`config.mk`:
```
export PLATFORM = sky130hd
export DESIGN_NAME = baud_frac_gen
export DESIGN_NICKNAME = d
export VERILOG_FILES = /design/src/rtl/baud_frac_pkg.sv /design/src/rtl/baud_frac_acc.sv /design/src/rtl/baud_period_ctr.sv /design/src/rtl/baud_frac_gen.sv
export SDC_FILE = /design/constraint.sdc
export NUM_CORES = 1
export LEC_CHECK = 0
export BUFFER_PORTS_ARGS = -buffer_cell sky130_fd_sc_hd__buf_2
export CORE_ASPECT_RATIO = 2
export CORE_MARGIN = 2
export CORE_UTILIZATION = 40
export CTS_CLUSTER_SIZE = 14
export DETAILED_ROUTE_END_ITERATION = 10
export PLACE_DENSITY = 0.58
export SKIP_LAST_GASP = 1
export SLEW_MARGIN = 20
export SYNTH_ARGS = -nofsm -noshare
export SYNTH_HDL_FRONTEND = slang
export SYNTH_HIERARCHICAL = 1
export SYNTH_SLANG_ARGS = --single-unit
```
`constraint.sdc`:
```
create_clock -name clk -period 6.5 [get_ports clk]
set_input_delay 0.325 -clock clk [delete_from_list [all_inputs] [get_ports clk]]
set_output_delay 0.325 -clock clk [all_outputs]
set_load 0.005 [all_outputs]
```
`src/rtl/baud_frac_pkg.sv`:
```
package baud_frac_pkg;

    // Default divisor field widths
    localparam int DEF_INT_W  = 16;
    localparam int DEF_FRAC_W = 6;

    // Generator state: idle waits for a non-zero divisor, run counts a period
    typedef enum logic {
        GEN_IDLE = 1'b0,
        GEN_RUN  = 1'b1
    } gen_state_e;

    // Period length for one period: integer part plus the dither carry
    function automatic logic [DEF_INT_W:0] period_len(
        input logic [DEF_INT_W-1:0] ival,
        input logic                 carry
    );
        return {1'b0, ival} + {{DEF_INT_W{1'b0}}, carry};
    endfunction

endpackage

```
`src/rtl/baud_frac_acc.sv`:
```
module baud_frac_acc #(
    parameter int FRAC_W = 6
) (
    input  logic              clk,
    input  logic              rst,
    input  logic              clr,
    input  logic              step,
    input  logic [FRAC_W-1:0] frac,
    output logic              carry
);

    logic [FRAC_W-1:0] acc_q;
    logic [FRAC_W:0]   sum;

    assign sum   = {1'b0, acc_q} + {1'b0, frac};
    assign carry = sum[FRAC_W];

    always_ff @(posedge clk) begin
        if (rst || clr) begin
            acc_q <= '0;
        end else if (step) begin
            acc_q <= sum[FRAC_W-1:0];
        end
    end

endmodule

```
`src/rtl/baud_period_ctr.sv`:
```
module baud_period_ctr #(
    parameter int CNT_W = 17
) (
    input  logic             clk,
    input  logic             rst,
    input  logic             clr,
    input  logic             load,
    input  logic [CNT_W-1:0] load_val,
    output logic             last
);

    logic [CNT_W-1:0] cnt_q;

    assign last = (cnt_q == CNT_W'(1));

    always_ff @(posedge clk) begin
        if (rst || clr) begin
            cnt_q <= '0;
        end else if (load) begin
            cnt_q <= load_val;
        end else if (cnt_q != '0) begin
            cnt_q <= cnt_q - CNT_W'(1);
        end
    end

endmodule

```
`src/rtl/baud_frac_gen.sv`:
```
module baud_frac_gen
    import baud_frac_pkg::*;
#(
    parameter int INT_W  = DEF_INT_W,
    parameter int FRAC_W = DEF_FRAC_W
) (
    input  logic              clk,
    input  logic              rst,
    input  logic              en,
    input  logic [INT_W-1:0]  div_int,
    input  logic [FRAC_W-1:0] div_frac,
    output logic              tick
);

    localparam int CNT_W = INT_W + 1;

    gen_state_e       state_q;
    logic             period_end;
    logic             boundary;
    logic             div_nz;
    logic             step;
    logic             carry;
    logic [CNT_W-1:0] load_val;
    logic             tick_q;

    assign div_nz   = |div_int;
    assign boundary = (state_q == GEN_IDLE) || period_end;
    assign step     = en && boundary && div_nz;

    generate
        if (INT_W == DEF_INT_W) begin : g_pkg_len
            assign load_val = period_len(div_int, carry);
        end else begin : g_gen_len
            assign load_val = CNT_W'(div_int) + CNT_W'(carry);
        end
    endgenerate

    baud_frac_acc #(
        .FRAC_W (FRAC_W)
    ) i_acc (
        .clk   (clk),
        .rst   (rst),
        .clr   (!en),
        .step  (step),
        .frac  (div_frac),
        .carry (carry)
    );

    baud_period_ctr #(
        .CNT_W (CNT_W)
    ) i_ctr (
        .clk      (clk),
        .rst      (rst),
        .clr      (!en),
        .load     (step),
        .load_val (load_val),
        .last     (period_end)
    );

    always_ff @(posedge clk) begin
        if (rst) begin
            state_q <= GEN_IDLE;
            tick_q  <= 1'b0;
        end else begin
            tick_q <= en && (state_q == GEN_RUN) && period_end;
            if (!en) begin
                state_q <= GEN_IDLE;
            end else if (boundary) begin
                state_q <= div_nz ? GEN_RUN : GEN_IDLE;
            end
        end
    end

    assign tick = tick_q;

endmodule

```
Word level (Yosys, flattened, before mapping)
Index checks and enable logic that the tools add are counted.

Bitwise logic cells: 2. Muxes and demuxes: 3. $add $sub $neg: 3. Equality and inequality tests: 1. Reduce and logical (&&, ||, !) cells: 11.

Operators by type and width (count): 2-to-1 mux 17 bit (2); adder 16 x 1 -> 17 bit (1); == test 17 x 1 -> 1 bit, second input constant (1); nonzero test 17 bit (1); subtractor 17 x 1 -> 17 bit, second input constant (1); OR reduction 16 bit (1); adder 6 x 6 -> 7 bit (1); logical AND 1 bit (4); logical OR 1 bit (2); NOT 1 bit (2); nonzero test 2 bit (1); OR reduction 2 bit (1); logical NOT 1 bit (1); 2-to-1 mux 1 bit (1).

Bits in registers: 25. Output and inout port bits: 1. Input port bits: 25.

Depth between registers and ports, before layout
Depth in word-level cells: 5. Mapped depth: 15.

Cells and area by module
The synthesis kept the hierarchy.

By module, submodules not included: baud_period_ctr (cells an instance 117, area an instance 1002.2 um^2, instances 1); baud_frac_gen (cells an instance 57, area an instance 459.2 um^2, instances 1); baud_frac_acc (cells an instance 50, area an instance 437.9 um^2, instances 1).

Least setup slack after synthesis
Ideal clock, no wire load.

Path type: input-to-reg. From: input div_frac[0]. To: register i_ctr.cnt_q[8]. Slack: 3764 ps. Setup time: 103 ps. Path buffers: 0. Required time: 6397 ps. Stages: 14. Data arrival time: 2633 ps. Path through: ha_1 inv_1 fa_1 nand2b_1 a21oi_1 o21ai_0 nand2b_1 ha_1 ha_1 nand3_4 nor3_1 xor2_1 nor2_1 a2111oi_2.

Longest elaborated chain between the ends: 3.

RTL lines: from (decl) (RTL line baud_frac_gen.sv:11) `input logic [FRAC_W-1:0] div_frac,`; adder 6 x 6 -> 7 bit (RTL line baud_frac_acc.sv:15) `assign sum = {1'b0, acc_q} + {1'b0, frac};`; named net carry (RTL line baud_frac_gen.sv:22) `logic carry;`; adder 16 x 1 -> 17 bit (RTL line baud_frac_pkg.sv:18) `return {1'b0, ival} + {{DEF_INT_W{1'b0}}, carry};`; named net load_val[8] (RTL line baud_frac_gen.sv:23) `logic [CNT_W-1:0] load_val;`; 2-to-1 mux 17 bit (RTL line baud_period_ctr.sv:19) `end else if (load) begin`; to (signal assigned) (RTL line baud_period_ctr.sv:20) `cnt_q <= load_val;`; to (signal assigned) (RTL line baud_period_ctr.sv:22) `cnt_q <= cnt_q - CNT_W'(1);`; to (decl) (RTL line baud_period_ctr.sv:12) `logic [CNT_W-1:0] cnt_q;`.

The timed path passes the listed nets, and every way through them passes these cells. A chain may end at the register's enable or synchronous reset.

Worst setup path after layout
From: register i_acc.acc_q[0]. To: register i_ctr.cnt_q[8].

Longest elaborated chain between the ends: 3.

RTL lines: from (decl) (RTL line baud_frac_acc.sv:12) `logic [FRAC_W-1:0] acc_q;`; from (signal assigned) (RTL line baud_frac_acc.sv:22) `acc_q <= sum[FRAC_W-1:0];`; adder 6 x 6 -> 7 bit (RTL line baud_frac_acc.sv:15); named net carry (RTL line baud_frac_gen.sv:22); adder 16 x 1 -> 17 bit (RTL line baud_frac_pkg.sv:18); named net load_val[8] (RTL line baud_frac_gen.sv:23); 2-to-1 mux 17 bit (RTL line baud_period_ctr.sv:19).

The timed path passes the listed nets, and every way through them passes these cells.

==> summary.txt <==
Outcome
  • Status: finished, final reports clean

Floorplan
  • Core Area: approximately 0.0046 mm²
  • IO Count: 26
  • Die width: 52.7 µm
  • Starting Density: 41.3%
  • Die Span Y: 101 µm
  • Num rows: 35
  • Total Die Area: 0.00535 mm²

Synthesis
  • Syn avg cell area: 8.48 µm²
  • Seq/Total Area, Yosys: 26.4%
  • Netlist cell types: 43
  • Synth Register Bits: 25
  • Mapped Nets: 260
  • Post-Syn Area: 0.00190 mm²
  • Post-Syn Instances: 224
  • Syn. warnings: 6

Timing
  • Tmin final: 2.99 ns
  • RSZ-0062 raised after global routing: no
  • Final Skew: a little over 0.003 ns
  • Crit share post-route: 45.9%
  • Max-slew violations: 0
  • Final worst slack: 3.51 ns
  • Final setup vio count: 0
  • Relative slew slack: 54.0%
  • Worst-margin pin slew: 0.689 ns
  • Setup_tns: 0 ns
  • Fmax: 335 MHz
  • Final Hold Viols: 0

Global routing
  • GRT overflow: 0
  • Initial antenna violation count: 0
  • Pin count of the biggest net entering global routing: 27
  • First-pass GRT wire length: around 8000 µm
  • Vias in the first global route: 1712
  • Tot GR Track Use: between 10% and 20%

Setup path
  • Required time of the critical path: 6.68 ns
  • Worst r2r src: i_acc/acc_q[0]$_SDFFE_PP0P_
  • Startpoint types: flip-flop
  • Flop2flop setup slack: 3.51 ns
  • Crit path max fanout: 6
  • Critical path class: flip-flop to flip-flop
  • FF-to-FF End: i_ctr/cnt_q[8]$_SDFFE_PP0P_
  • Critical Path End Type: flip-flop
  • Reg2Reg Depth: 14
  • WP data arrival: 3.16 ns

Final layout
  • Proportion of layout cells with a drive suffix above 1: about a fifth
  • Nets: 286
  • FF+latch area: 500 µm²
  • Non-Filler Instances: between 300 and 400
  • Synth-to-Final Area Change: 11.1%
  • Footprint of the multi-input gates: 0.00132 mm²
  • Final Instance Area: 0.00211 mm²
  • Filler cells: between 400 and 500
  • Antenna diodes: 0

Power and ir drop
  • PwrDens: 205 mW/mm²
  • Sequential Power Share: 41.6%
  • Maximum vdd drop: 0.109 mV
  • Leak: 0.851 nW
  • Switching share of power: about 36%
  • Psw: 155 µW
  • Int Pwr: 277 µW
  • Power share of the combinational group: 36.5%
  • Clk pwr share: 21.9%

Clocking
  • Clock Sinks: 25
  • Clock Latency Late Sink: 0.27 ns
  • Clock buffer count from CTS: 3
  • Root Buffer: clkbuf_8
  • Clk slew on worst S/H paths: 0.09 ns
  • Max Buffers Root-to-Sink: 2
  • Post-CTS Hold Fix Bufs: 0
  • H-tree depth: 1
  • Post-CTS Repair Setup Buffers: 0
  • Post-CTS resize count: 0
  • CTS tree: built

Worst hold path
  • Hold Path Class: input pin to flip-flop
  • WHS Endpoint: state_q$_SDFFE_PP0P_
  • Hold Crit Depth: 3
  • Hold_sp: en

Detailed routing
  • Vias: 1658
  • Initial DRC count: 25
  • Routed wire length: 4690 µm
  • DR WL/cell: about 15 µm
  • Post-route ant nets: 0
  • Vias per inst: 5.45
  • Residual DRC: 0
  • Drt pass-1 iters: 4

Placement
  • Final GP Congestion: 0.825
  • Placement Setup Slack: 3.43 ns
  • Placed cells: 300
  • Cell Area, Placed: 0.00206 mm²
  • Post-detailed-placement half-perimeter wirelength: 3840 µm
  • I/O Buffers: 25

Run
  • Max Cap Viol: 0
synth_stat cells, drive strengths merged:
library cell | number | share of area [%]
xor2 | 12 | 5.5
nor4 | 14 | 8.5
a32oi | 1 | 0.46
and4 | 2 | 0.99
nand4b | 2 | 0.92
nor3b | 1 | 0.66
o211ai | 1 | 0.40
and3b | 1 | 0.46
o21ai | 9 | 2.6
nand3b | 2 | 0.79
nand4 | 5 | 2.0
xnor2 | 16 | 7.4
and2 | 3 | 0.99
nand2b | 4 | 1.3
nand2 | 23 | 4.5
a2111oi | 2 | 1.3
nor4b | 1 | 0.46
and3 | 1 | 0.33
nor3 | 7 | 2.1
mux2i | 5 | 2.6
nor2 | 29 | 5.7
dfxtp | 25 | 26
buf | 5 | 1.9
o31a | 1 | 0.46
o31ai | 3 | 1.4
inv | 11 | 2.2
fa | 1 | 1.1
a21oi | 12 | 3.2
a211oi | 6 | 3.2
ha | 10 | 6.6
nand3 | 9 | 3.7
final cells by class:
type	count	share of cell area, %
clock buffers	4	2.14
inverters	11	1.96
multi-input cells	183	62.6
flip-flops and latches	25	23.7
well taps	55	3.26
repair buffers	26	6.29
state kept, by name, indices dropped and copies added, names as in the netlist:
name and flops:
i_ctr/cnt_q 17, i_acc/acc_q 6, state_q 1, tick 1
cells by family (layout without fill, tap and decap cells):
kind of cell,Yosys count,count (layout),share of synthesized area (%)
buffers and inverters,16,41,4.08
multiplexers,5,5,2.64
XOR/XNOR,28,28,12.9
AO/OA/AOI/OAI,35,35,12.9
flip-flops,25,25,26.4
adder cells (fa/ha/maj),11,11,7.64
AND/OR/NAND/NOR,104,104,33.5
through the flow:
step                power (mW)  hold WS (ns)  util [%]
finish                   0.432         0.328      45.9
global route             0.461         0.341      45.9
CTS                      0.439         0.324      45.9
floorplan                0.300         0.394         -
global placement         0.341         0.421      44.9
detailed placement       0.342         0.436      44.9
worst max-delay path: stages (launching register included):
cell       delay (ns)
dfxtp_1          0.34
ha_1             0.17
inv_1            0.06
fa_1             0.40
nand2b_1         0.17
a21oi_1          0.17
o21ai_0          0.10
nand2b_1         0.09
ha_1             0.20
ha_1             0.25
nand3_4          0.15
nor3_1           0.24
xor2_1           0.16
nor2_1           0.06
a2111oi_2        0.33
power by group through the flow:
stage | logic, mW | registers, mW | clock network, mW
2_1_floorplan | 0.120 | 0.180 | 0
3_3_place_gp | 0.159 | 0.183 | 0
3_5_place_dp | 0.159 | 0.183 | 0
4_1_cts | 0.160 | 0.180 | 0.0994
5_1_grt | 0.178 | 0.182 | 0.102
6_report | 0.158 | 0.180 | 0.0947
cells in the final DEF (no fill, tap or decap), types with 2 or more instances in the layout:
cell type,n
a211oi_1,3
a211oi_2,3
a21oi_1,12
and2_1,3
buf_2,25
clkbuf_8,3
dfxtp_1,25
ha_1,10
inv_1,11
mux2i_1,5
nand2_1,23
nand2b_1,4
nand3_1,7
nand3_4,2
nand3b_1,2
nand4_1,4
nand4b_1,2
nor2_1,29
nor3_1,6
nor4_1,5
nor4_2,7
nor4_4,2
o21ai_0,8
o31ai_1,2
xnor2_1,16
xor2_1,12
how the worst max path moves through the flow:
stage	slack [ns]	to	startpoint
after floorplan	3.76	i_ctr/cnt_q[8]$_SDFFE_PP0P_	div_frac[0]
after global placement	3.52	i_ctr/cnt_q[8]$_SDFFE_PP0P_	div_frac[0]
after global routing	3.17	i_ctr/cnt_q[8]$_SDFFE_PP0P_	i_acc/acc_q[0]$_SDFFE_PP0P_
after detailed placement	3.43	i_ctr/cnt_q[8]$_SDFFE_PP0P_	div_frac[0]
final	3.51	i_ctr/cnt_q[8]$_SDFFE_PP0P_	i_acc/acc_q[0]$_SDFFE_PP0P_
after CTS	3.50	i_ctr/cnt_q[8]$_SDFFE_PP0P_	i_acc/acc_q[0]$_SDFFE_PP0P_
metal layers:
| layer | up-vias | global-route usage (%) | wire (µm) | part of all wire [%] |
|---|---|---|---|---|
| met5 | - | 0 | 0 | 0 |
| met4 | 0 | 9.27 | 159 | 3.4 |
| met3 | 11 | 1.92 | 97 | 2.1 |
| met2 | 34 | 39.5 | 2780 | 59 |
| met1 | 764 | 18.6 | 1660 | 35 |
| li1 | 849 | - | - | - |
No activity file was read; power rests on OpenSTA's default activity.
